## src/rtl/acq_trig_pkg.sv

```systemverilog
package acq_trig_pkg;
  localparam int CTRL_W = 7;
  localparam int C_SW       = 0;
  localparam int C_CASC_EN  = 1;
  localparam int C_AUTO     = 2;
  localparam int C_ARM      = 3;
  localparam int C_CLR      = 4;
  localparam int C_SWFRZ    = 5;
  localparam int C_HWFRZ_EN = 6;

  localparam int STAT_W   = 6;
  localparam int ST_SW    = 0;
  localparam int ST_CASC  = 1;
  localparam int ST_HW    = 2;
  localparam int ST_ARMED = 3;
  localparam int ST_COMB  = 4;
  localparam int ST_FRZ   = 5;

  // sticky flag slots inside the flag bank
  localparam int NFLAG  = 5;
  localparam int F_SW   = 0;
  localparam int F_CASC = 1;
  localparam int F_HW   = 2;
  localparam int F_COMB = 3;
  localparam int F_FRZ  = 4;
endpackage

```

## src/rtl/atu_rise_det.sv

```systemverilog
module atu_rise_det #(
  parameter int W = 1
) (
  input  logic         clk_i,
  input  logic         rst_ni,
  input  logic [W-1:0] d_i,
  output logic [W-1:0] rise_o
);
  logic [W-1:0] d_q;

  always_ff @(posedge clk_i or negedge rst_ni) begin
    if (!rst_ni) d_q <= '0;
    else         d_q <= d_i;
  end

  assign rise_o = d_i & ~d_q;
endmodule

```

## src/rtl/atu_sticky_bank.sv

```systemverilog
module atu_sticky_bank #(
  parameter int N = 1
) (
  input  logic         clk_i,
  input  logic         rst_ni,
  input  logic [N-1:0] set_i,
  input  logic         clr_i,
  output logic [N-1:0] flag_o
);
  for (genvar i = 0; i < N; i++) begin : g_flag
    always_ff @(posedge clk_i or negedge rst_ni) begin
      if (!rst_ni)       flag_o[i] <= 1'b0;
      else if (set_i[i]) flag_o[i] <= 1'b1;  // set beats clear
      else if (clr_i)    flag_o[i] <= 1'b0;
    end
  end
endmodule

```

## src/rtl/atu_counter.sv

```systemverilog
module atu_counter #(
  parameter int W = 32
) (
  input  logic         clk_i,
  input  logic         rst_ni,
  input  logic         inc_i,
  output logic [W-1:0] count_o
);
  always_ff @(posedge clk_i or negedge rst_ni) begin
    if (!rst_ni)    count_o <= '0;
    else if (inc_i) count_o <= count_o + 1'b1;
  end
endmodule

```

## src/rtl/acq_trig_unit.sv

```systemverilog
module acq_trig_unit
  import acq_trig_pkg::*;
#(
  parameter int CNT_W = 32
) (
  input  logic              clk_i,
  input  logic              rst_ni,
  input  logic              ctrl_we_i,
  input  logic [CTRL_W-1:0] ctrl_wdata_i,
  input  logic              hw_trig_i,
  input  logic              casc_trig_i,
  input  logic              hw_freeze_i,
  output logic              trig_o,
  output logic              freeze_o,
  output logic [STAT_W-1:0] status_o,
  output logic [CNT_W-1:0]  trig_count_o
);
  localparam int E_SW  = 0;
  localparam int E_ARM = 1;
  localparam int E_CLR = 2;
  localparam int I_HW   = 0;
  localparam int I_CASC = 1;

  logic [CTRL_W-1:0] ctrl_q;
  logic [2:0]        ctrl_edge_src, ctrl_rise;
  logic [1:0]        in_rise;
  logic              armed_q, trig_q, frz_q;
  logic              sw_acc, casc_acc, hw_acc, any_acc, frz_req;
  logic [NFLAG-1:0]  flag_set, flags;

  always_ff @(posedge clk_i or negedge rst_ni) begin
    if (!rst_ni)        ctrl_q <= '0;
    else if (ctrl_we_i) ctrl_q <= ctrl_wdata_i;
  end

  assign ctrl_edge_src = {ctrl_q[C_CLR], ctrl_q[C_ARM], ctrl_q[C_SW]};

  atu_rise_det #(.W(3)) u_ctrl_edge (
    .clk_i  (clk_i),
    .rst_ni (rst_ni),
    .d_i    (ctrl_edge_src),
    .rise_o (ctrl_rise)
  );

  atu_rise_det #(.W(2)) u_in_edge (
    .clk_i  (clk_i),
    .rst_ni (rst_ni),
    .d_i    ({casc_trig_i, hw_trig_i}),
    .rise_o (in_rise)
  );

  assign sw_acc   = ctrl_rise[E_SW];
  assign casc_acc = in_rise[I_CASC] & ctrl_q[C_CASC_EN];
  assign hw_acc   = in_rise[I_HW] & (armed_q | ctrl_q[C_AUTO]);
  assign any_acc  = sw_acc | casc_acc | hw_acc;
  assign frz_req  = ctrl_q[C_SWFRZ] | (hw_freeze_i & ctrl_q[C_HWFRZ_EN]);

  // arm request wins over the disarm that an accepted trigger causes
  always_ff @(posedge clk_i or negedge rst_ni) begin
    if (!rst_ni)                           armed_q <= 1'b0;
    else if (ctrl_rise[E_ARM])             armed_q <= 1'b1;
    else if (hw_acc && !ctrl_q[C_AUTO])    armed_q <= 1'b0;
  end

  always_ff @(posedge clk_i or negedge rst_ni) begin
    if (!rst_ni) begin
      trig_q <= 1'b0;
      frz_q  <= 1'b0;
    end else begin
      trig_q <= any_acc;
      frz_q  <= frz_req;
    end
  end

  always_comb begin
    flag_set         = '0;
    flag_set[F_SW]   = sw_acc;
    flag_set[F_CASC] = casc_acc;
    flag_set[F_HW]   = hw_acc;
    flag_set[F_COMB] = any_acc;
    flag_set[F_FRZ]  = frz_req;
  end

  atu_sticky_bank #(.N(NFLAG)) u_flags (
    .clk_i  (clk_i),
    .rst_ni (rst_ni),
    .set_i  (flag_set),
    .clr_i  (ctrl_rise[E_CLR]),
    .flag_o (flags)
  );

  atu_counter #(.W(CNT_W)) u_cnt (
    .clk_i   (clk_i),
    .rst_ni  (rst_ni),
    .inc_i   (any_acc),
    .count_o (trig_count_o)
  );

  always_comb begin
    status_o           = '0;
    status_o[ST_SW]    = flags[F_SW];
    status_o[ST_CASC]  = flags[F_CASC];
    status_o[ST_HW]    = flags[F_HW];
    status_o[ST_ARMED] = armed_q;
    status_o[ST_COMB]  = flags[F_COMB];
    status_o[ST_FRZ]   = flags[F_FRZ];
  end

  assign trig_o   = trig_q;
  assign freeze_o = frz_q;
endmodule

```

## config.mk

```make
export PLATFORM = sky130hd
export DESIGN_NAME = acq_trig_unit
export DESIGN_NICKNAME = d
export VERILOG_FILES = /design/src/rtl/acq_trig_pkg.sv /design/src/rtl/atu_rise_det.sv /design/src/rtl/atu_sticky_bank.sv /design/src/rtl/atu_counter.sv /design/src/rtl/acq_trig_unit.sv
export SDC_FILE = /design/constraint.sdc
export NUM_CORES = 1
export LEC_CHECK = 0
export CELL_PAD_IN_SITES_DETAIL_PLACEMENT = 0
export CELL_PAD_IN_SITES_GLOBAL_PLACEMENT = 1
export CORE_AREA = 2 2 71 73
export CTS_BUF_LIST = sky130_fd_sc_hd__clkbuf_4
export CTS_CLUSTER_DIAMETER = 60
export CTS_CLUSTER_SIZE = 20
export DETAILED_ROUTE_END_ITERATION = 12
export DIE_AREA = 0 0 73 75
export DONT_BUFFER_PORTS = 1
export PLACE_DENSITY = 0.87
export SETUP_SLACK_MARGIN = 0.5
export SKIP_CTS_REPAIR_TIMING = 1
export SYNTH_ARGS = -nofsm -noshare
export SYNTH_HDL_FRONTEND = slang
export SYNTH_SLANG_ARGS = --single-unit
```

## constraint.sdc

```tcl
create_clock -name clk_i -period 4.3 [get_ports clk_i]
set_input_delay 0.43 -clock clk_i [delete_from_list [all_inputs] [get_ports clk_i]]
set_output_delay 0.43 -clock clk_i [all_outputs]
set_load 0.01 [all_outputs]
```

==> results of run 1 <==
==> cell usage after synthesis <==
cell and instances:
sky130_fd_sc_hd__nor3_1 5, sky130_fd_sc_hd__buf_2 2, sky130_fd_sc_hd__buf_4 1, sky130_fd_sc_hd__o21ai_0 4, sky130_fd_sc_hd__inv_1 1, sky130_fd_sc_hd__and3_1 4, sky130_fd_sc_hd__nand3_1 10, sky130_fd_sc_hd__nand3b_1 1
sky130_fd_sc_hd__or4b_1 2, sky130_fd_sc_hd__nand4_4 1, sky130_fd_sc_hd__and2_2 1, sky130_fd_sc_hd__ha_1 1, sky130_fd_sc_hd__clkbuf_1 1, sky130_fd_sc_hd__nor4_1 3, sky130_fd_sc_hd__nor4_2 4, sky130_fd_sc_hd__xor2_1 12
sky130_fd_sc_hd__a21o_1 2, sky130_fd_sc_hd__o211a_1 1, sky130_fd_sc_hd__nor4_4 1, sky130_fd_sc_hd__nor3b_1 1, sky130_fd_sc_hd__buf_6 1, sky130_fd_sc_hd__nand4_1 14, sky130_fd_sc_hd__and4_1 2, sky130_fd_sc_hd__and2_1 1
sky130_fd_sc_hd__dfrtp_1 52, sky130_fd_sc_hd__and4_2 3, sky130_fd_sc_hd__nand2_1 20, sky130_fd_sc_hd__xnor2_1 19, sky130_fd_sc_hd__clkbuf_8 1, sky130_fd_sc_hd__nor2_1 3, sky130_fd_sc_hd__mux2_2 6, sky130_fd_sc_hd__nand2b_1 3
sky130_fd_sc_hd__or3_1 1, sky130_fd_sc_hd__clkinv_1 1
==> cell families (layout without fill, tap and decap cells) <==
group           after synthesis  in the layout  share of synthesized area
flops                        52             52                      0.576
simple gates                 80             80                      0.224
xor+xnor                     31             31                      0.120
mux                           6              6                     0.0299
compound gates                7              7                     0.0199
fa+ha+maj                     1              1                    0.00554
buf+inv                       8             12                     0.0238
==> registers in the layout, indices dropped and copies added (netlist names) <==
| name | count |
|---|---|
| u_cnt.count_o | 32 |
| u_flags.flag_o | 5 |
| freeze_o | 1 |
| u_in_edge.d_q | 2 |
| ctrl_q | 7 |
| armed_q | 1 |
| u_ctrl_edge.d_q | 3 |
| trig_o | 1 |
==> final cells by class <==
class / count / area (um^2) / area share
clock buffer: 6 / 45.0 / 0.0190
multi-input combinational: 125 / 903 / 0.381
timing repair buffer: 2 / 37.5 / 0.0158
inverter: 2 / 7.51 / 0.00316
clock inverter: 2 / 11.3 / 0.00474
tap: 54 / 67.6 / 0.0285
sequential: 52 / 1300 / 0.548
==> per-layer routing <==
| metal | part of all wire | global-route usage |
|---|---|---|
| met1 | 0.42 | 0.215 |
| met2 | 0.50 | 0.260 |
| met3 | 0.065 | 0.0696 |
| met4 | 0.013 | 0.0576 |
| met5 | 0 | 0 |
==> critical path, stage by stage (launching register included) <==
cell and delay, ns:
sky130_fd_sc_hd__dfrtp_1 0.46, sky130_fd_sc_hd__nor2_1 0.14, sky130_fd_sc_hd__o211a_1 0.60, sky130_fd_sc_hd__clkinv_1 0.63, sky130_fd_sc_hd__nand4_1 0.30, sky130_fd_sc_hd__xnor2_1 0.16
==> stage by stage <==
stage	area, um^2	std cells	utilization	worst slack, ns	hold WS, ns
CTS	2340	241	0.501	1.92	-0.278
global placement	2280	233	0.489	2.08	0.136
floorplan	2260	185	-	2.64	0.134
detailed placement	2280	233	0.489	1.96	0.136
finish	2370	243	0.509	1.93	0.0789
global route	2370	243	0.509	1.74	0.0407
==> power by group <==
part / leakage, nW / switching [mW] / total, mW / internal (mW)
registers: 0.614 / 0.112 / 0.664 / 0.552
logic: 0.280 / 0.0766 / 0.136 / 0.0590
clock network: 0.0293 / 0.144 / 0.212 / 0.0689
==> worst paths after layout <==
path                                        from                       endpoint  slack (ns)  cells after the start
max                          armed_q$_DFFE_PN0P_  u_cnt.count_o[17]$_DFFE_PN0P_        1.93                      5
min reg2reg                ctrl_q[3]$_DFFE_PN0P_   u_ctrl_edge.d_q[1]$_DFF_PN0_        0.39                      0
max in group asynchronous                 rst_ni             freeze_o$_DFF_PN0_        3.52                      2
min in group asynchronous                 rst_ni  u_cnt.count_o[29]$_DFFE_PN0P_        0.56                      2
max reg2reg                  armed_q$_DFFE_PN0P_  u_cnt.count_o[17]$_DFFE_PN0P_        1.93                      5
min                                    hw_trig_i     u_in_edge.d_q[0]$_DFF_PN0_        0.08                      0
==> results.md, run 1 <==
Synth:
- The synthesized area divided by synthesized cell count is 12.2 um^2.
- The netlist uses 34 different library cells.
- Synthesis handed over a netlist of 185 instances.
- In this run the cell area of the synthesized design comes to 2260 um^2.
- The count of yosys warnings during synthesis is 0.
- The share of synthesized area in the top cell type comes to 0.576.
- sky130_fd_sc_hd__dfrtp_1 takes more of the synthesized area than any other cell.
- In the post-synthesis netlist, the biggest area contributors are sky130_fd_sc_hd__dfrtp_1 (58%), sky130_fd_sc_hd__xnor2_1 (7.4%), sky130_fd_sc_hd__xor2_1 (4.7%), sky130_fd_sc_hd__nand4_1 (3.9%), sky130_fd_sc_hd__nand2_1 (3.3%).
- The net count after synthesis is 199.
- The sequential cell area fraction in the yosys report is 0.576.
- After synthesis the netlist holds a flip-flop and latch count of 52.

Setup path:
- The type of element capturing the critical path is a flop.
- The critical path is of the reg -> reg type.
- The kind of launch point of the worst setup path is a flop.
- The worst endpoint data arrival time is 2.65 ns.
- For the worst setup path, the data required time is 4.58 ns.
- Along the worst path, the maximum fanout reaches 18.

Floorplan:
- The horizontal extent of the die is 73 um.
- In this run the vertical extent of the chip is 75 um.
- The effective utilization at floorplan is 0.485.
- The boundary pin count is 53.
- After floorplanning, the core was sized to cover 4660 um^2.
- The floorplan has 25 rows.
- The die covers 5480 um^2.

Finish:
- The library cells used most frequently in the layout, excluding fill and tap cells, are sky130_fd_sc_hd__dfrtp_1 (52), sky130_fd_sc_hd__nand2_1 (20), sky130_fd_sc_hd__xnor2_1 (19).
- The number of nets at the end of the flow is 202.
- Leaving out fill and tap cells, the most frequent cell in the layout is sky130_fd_sc_hd__dfrtp_1.
- The signed area change from the synthesized netlist to the final layout is 5.10%.
- The number of inserted diodes is 0.
- The number of inserted filler cells in the final layout is 403.
- The fraction of final layout cells with drive strength greater than 1 is 0.127.

Clock network:
- The number of CTS-inserted buffers is 5.
- The root buffer cell chosen for the clock tree is sky130_fd_sc_hd__clkbuf_4.
- CTS built an H-tree with a depth of 2.
- TritonCTS built the clock tree.
- The number of sinks on the clock net is 52.
- The buffer levels on the longest clock path is 2.
- The clock latency of the later-clocked register in the worst-skew pair is 0.36 ns.
- The clock transition at the register clock pins on the worst setup and hold paths after CTS is 0.14 ns.

Timing:
- Measured against its own limit, the worst slew margin works out to 0.388.
- Setup repair after global routing left no endpoint under its margin.
- Derived from the worst setup path, the maximum achievable clock frequency is 422 MHz.
- The summed negative setup slack over all endpoints is 0 ns.
- The final hold violation count is 0.
- Setup violations remaining at the end of the flow were counted as 0.
- The shortest clock period the worst path allows after layout is 2.37 ns.
- The count of final max-slew check failures came to 0.
- The fraction of the cycle the final worst path needs is 0.552.
- For the pin with the worst max-slew slack, the measured transition is 0.910 ns.
- Clock skew on the completed layout was measured at 0.0143 ns.

Power and ir drop:
- The total power is 1.01 mW.
- The static leakage is 0.923 nW.
- The worst ir drop on vdd is 0.348 mV.
- The total power divided by cell area is 426 nW/um^2.

Global routing:
- The total overflow left after global routing is 0.
- The number of antenna violations at the first check in global routing came to 0.
- For this run, the total global-route usage over all layers was measured as 0.168.
- Entering global routing, the biggest net connects 53 pins.
- The via count of the first global-routing pass is 1428.
- The wire length of the first global-routing pass is 6960 um.

Hold path:
- The worst hold path belongs to the class in -> reg.

Detailed routing:
- The number of routed nets with antenna violations is 0.
- The detailed router finished its first iteration with 100 violations.
- The average detailed-routed wire length per instance is 17.3 um.
- The length of the first detailed-routing pass in iterations is 4.
- The remaining design rule violation count is 0.
- Dividing the detail-routed via count by the number of cells gives 5.79.
- Wires add up to 4200 um.
- The detailed router placed 1408 vias in this run.

Flow run:
- The max-capacitance violation count is 0.

Run status:
- The flow ran to the end, and the final reports show no timing, DRC or antenna violations.

Placement:
- The detailed placement HPWL is 3080 um.
- At the end of routability-driven placement, the weighted congestion stood at 0.791.
- Input and output buffers added on the ports amount to 0.
(Power assumes the default switching activity.)
==> inputs of run 2 (changes only) <==
CORE_AREA = 2 2 74 76   (was 2 2 71 73)
DIE_AREA = 0 0 76 78   (was 0 0 73 75)
PLACE_DENSITY = 0.84   (was 0.87)
clock period = 2 ns   (was 4.3 ns; I/O delays follow)
==> run 2 against run 1 <==
Net effect: via count grew 9.2%; first-iteration DRC count shrank 7.0%; worst setup slack lost 1.6 ns; die area grew 8.3%; largest power group unchanged.
==> results.md, run 2 (synthesis results as in run 1) <==
Global routing:
- For this run the aggregate overflow at the end of global routing stands at 0.
- The first global-routing pass estimated 7230 um of wire.
- Entering global routing, the biggest net connects 53 pins.
- The number of antenna violations at the first check in global routing was 0.
- The via count of the first global-routing pass is 1444.
- Across every metal layer, demand over resource in global routing totals 0.153.

Hold path:
- The min-delay analysis places its worst path in the category in -> reg.
- Counting instances, the worst hold path has a depth of 3.
- The worst min-delay path startpoint is casc_trig_i.

Floorplan:
- The boundary pin count is 53.
- The number of cell rows is 26.
- The placeable core region is 5040 um^2.
- The die covers 5930 um^2.
- The initial utilization of the core area, before any placement, comes to 0.448.
- The horizontal extent of the die is 76 um.
- Measured along the y axis, the die boundary spans 78 um.

Finish:
- Compared with the post-synthesis result, the final layout area differs by 25.8%.
- The cell area after layout is 2840 um^2.
- The largest registers in the layout are u_cnt.count_o (32), ctrl_q (7), u_flags.flag_o (5).
- The most common cell after layout, fill and taps aside is sky130_fd_sc_hd__dfrtp_1.
- The number of nets at the end of the flow is 230.
- The number of antenna diodes in the final layout is 0.
- The number of inserted filler cells in the final layout is 432.
- At the end of the flow the core is filled with cells to 0.563.
- In the layout the commonest cells are sky130_fd_sc_hd__dfrtp_1 (34), sky130_fd_sc_hd__nand2_1 (20), sky130_fd_sc_hd__xnor2_1 (19).
- The register with the highest flop count is u_cnt.count_o.
- The register with the most flip-flops in the layout has 32 of them.
- Of the cells placed in the final design, the portion with a size suffix greater than 1 is 0.350.

Detailed routing:
- The count of nets left with antenna violations once routing finished came out at 0.
- The remaining design rule violation count is 0.
- After the first detailed-routing iteration, the DRC count stood at 93.
- In the final routed layout, each cell accounts on average for 17.0 um.
- Detailed routing inserted a total of 1538 vias.
- After detailed routing, the number of vias per cell comes to 5.36.
- The length of the first detailed-routing pass in iterations is 4.
- Wires add up to 4880 um.

Clock network:
- The clock transition at the register clock pins on the worst setup and hold paths after CTS is 0.15 ns.
- TritonCTS built the clock tree.
- The number of CTS-inserted buffers is 5.
- The clock latency of the later-clocked register in the worst-skew pair is 0.37 ns.
- The buffer levels on the longest clock path is 2.
- CTS saw 52 sinks.
- The level count of the clock H-tree is 2.
- In this run the clock root is driven by a sky130_fd_sc_hd__clkbuf_4.

Setup path:
- STA classifies the critical path endpoint as a flop.
- The worst endpoint data arrival time is 1.95 ns.
- Of all nets on the critical path, the largest fanout is 8.
- The required time of the critical path is 2.30 ns.
- The logic depth of the worst register-to-register path is 4.
- The launch instance of the worst register-to-register path is u_cnt.count_o[4]$_DFFE_PN0P_.
- The setup path with the least slack is of type reg -> reg.
- The kind of launch point of the worst setup path is a flop.
- The critical path startpoint is u_cnt.count_o[4]$_DFFE_PN0P_.

Timing:
- The count of final max-slew check failures is 0.
- The maximum clock skew at final layout is 0.0110 ns.
- For the pin with the worst max-slew slack, the measured transition is 0.326 ns.
- The setup slack of the critical path after layout is 0.347 ns.
- The routed design could run at a clock period as short as 1.65 ns.
- The summed negative setup slack over all endpoints is 0 ns.
- The total of endpoints with negative setup slack in the final report is 0.
- Derived from the worst setup path, the maximum achievable clock frequency is 605 MHz.
- Setup repair after global routing could not meet its margin everywhere.
- The relative max-transition margin is 0.782.
- The fraction of the cycle the final worst path needs is 0.826.
- The final hold violation count is 0.

Power and ir drop:
- The total power divided by cell area is 851 nW/um^2.
- Summing internal, switching and leakage power gives 2.42 mW.
- The analysis attributes to cell leakage a power of 1.11 nW.
- Across the VDD grid, the largest voltage drop is 0.662 mV.

Placement:
- The worst-case setup slack after placement is 0.197 ns.
- After detailed placement, the total cell area comes to 2400 um^2.
- The congestion estimate from routability-driven global placement came to 0.741.
- Input and output buffers added on the ports amount to 0.
- The detailed placement HPWL is 3050 um.

Run status:
- The flow ran to the end, and the final reports show no timing, DRC or antenna violations.

Flow run:
- The max-capacitance violation count is 0.
run 2: cell count changes in the layout (fill, tap and decap cells not counted), sizes merged:
cell,previous run,this run
dlygate4sd3,1,12
buf,1,17
o211a,1,2
clkinvlp,1,0
inv,1,2
clkbuf,6,5
clkinv,2,3
run 2: routing by layer:
| metal | GRT usage | part of all wire | wire length [um] | up-vias |
|---|---|---|---|---|
| li1 | - | - | - | 727 |
| met1 | 0.191 | 0.43 | 2110 | 764 |
| met2 | 0.245 | 0.49 | 2370 | 42 |
| met3 | 0.0709 | 0.072 | 354 | 5 |
| met4 | 0.0382 | 0.0098 | 48 | 0 |
| met5 | 0 | 0 | 0 | - |
run 2: path summary, 6_finish.rpt:
check / slack, ns / end
worst min-delay path: 0.16 / u_flags.flag_o[1]$_DFFE_PN0P_
worst min register to register: 0.39 / u_ctrl_edge.d_q[1]$_DFF_PN0_
worst max register to register: 0.35 / u_cnt.count_o[29]$_DFFE_PN0P_
min in group asynchronous: 0.30 / u_flags.flag_o[4]$_DFFE_PN0P_
worst max-delay path: 0.35 / u_cnt.count_o[29]$_DFFE_PN0P_
max in group asynchronous: 1.45 / u_cnt.count_o[18]$_DFFE_PN0P_
run 2: where the power goes:
group	internal [mW]	switching, mW
clock network	0.143	0.340
logic	0.248	0.234
registers	1.20	0.248
total	1.59	0.822
run 2: area by class of cell:
type | instances | area, um^2 | share of cell area
sequential | 52 | 1320 | 0.466
multi-input combinational | 126 | 1070 | 0.377
timing repair buffer | 29 | 292 | 0.103
tap | 70 | 87.6 | 0.0308
clock buffer | 5 | 37.5 | 0.0132
clock inverter | 3 | 22.5 | 0.00793
inverter | 2 | 7.51 | 0.00264
run 2: metrics by stage:
stage	instances	hold slack [ns]
after floorplan	185	-0.0956
after global placement	257	-0.0945
after detailed placement	257	-0.0945
after CTS	265	-0.520
after global routing	287	0.122
final	287	0.156
run 2: worst max-delay path, stage by stage, from the launching register on:
cell	delay (ns)
sky130_fd_sc_hd__dfrtp_2	0.47
sky130_fd_sc_hd__nand4_4	0.16
sky130_fd_sc_hd__or3_4	0.46
sky130_fd_sc_hd__nor4_4	0.31
sky130_fd_sc_hd__xor2_1	0.17
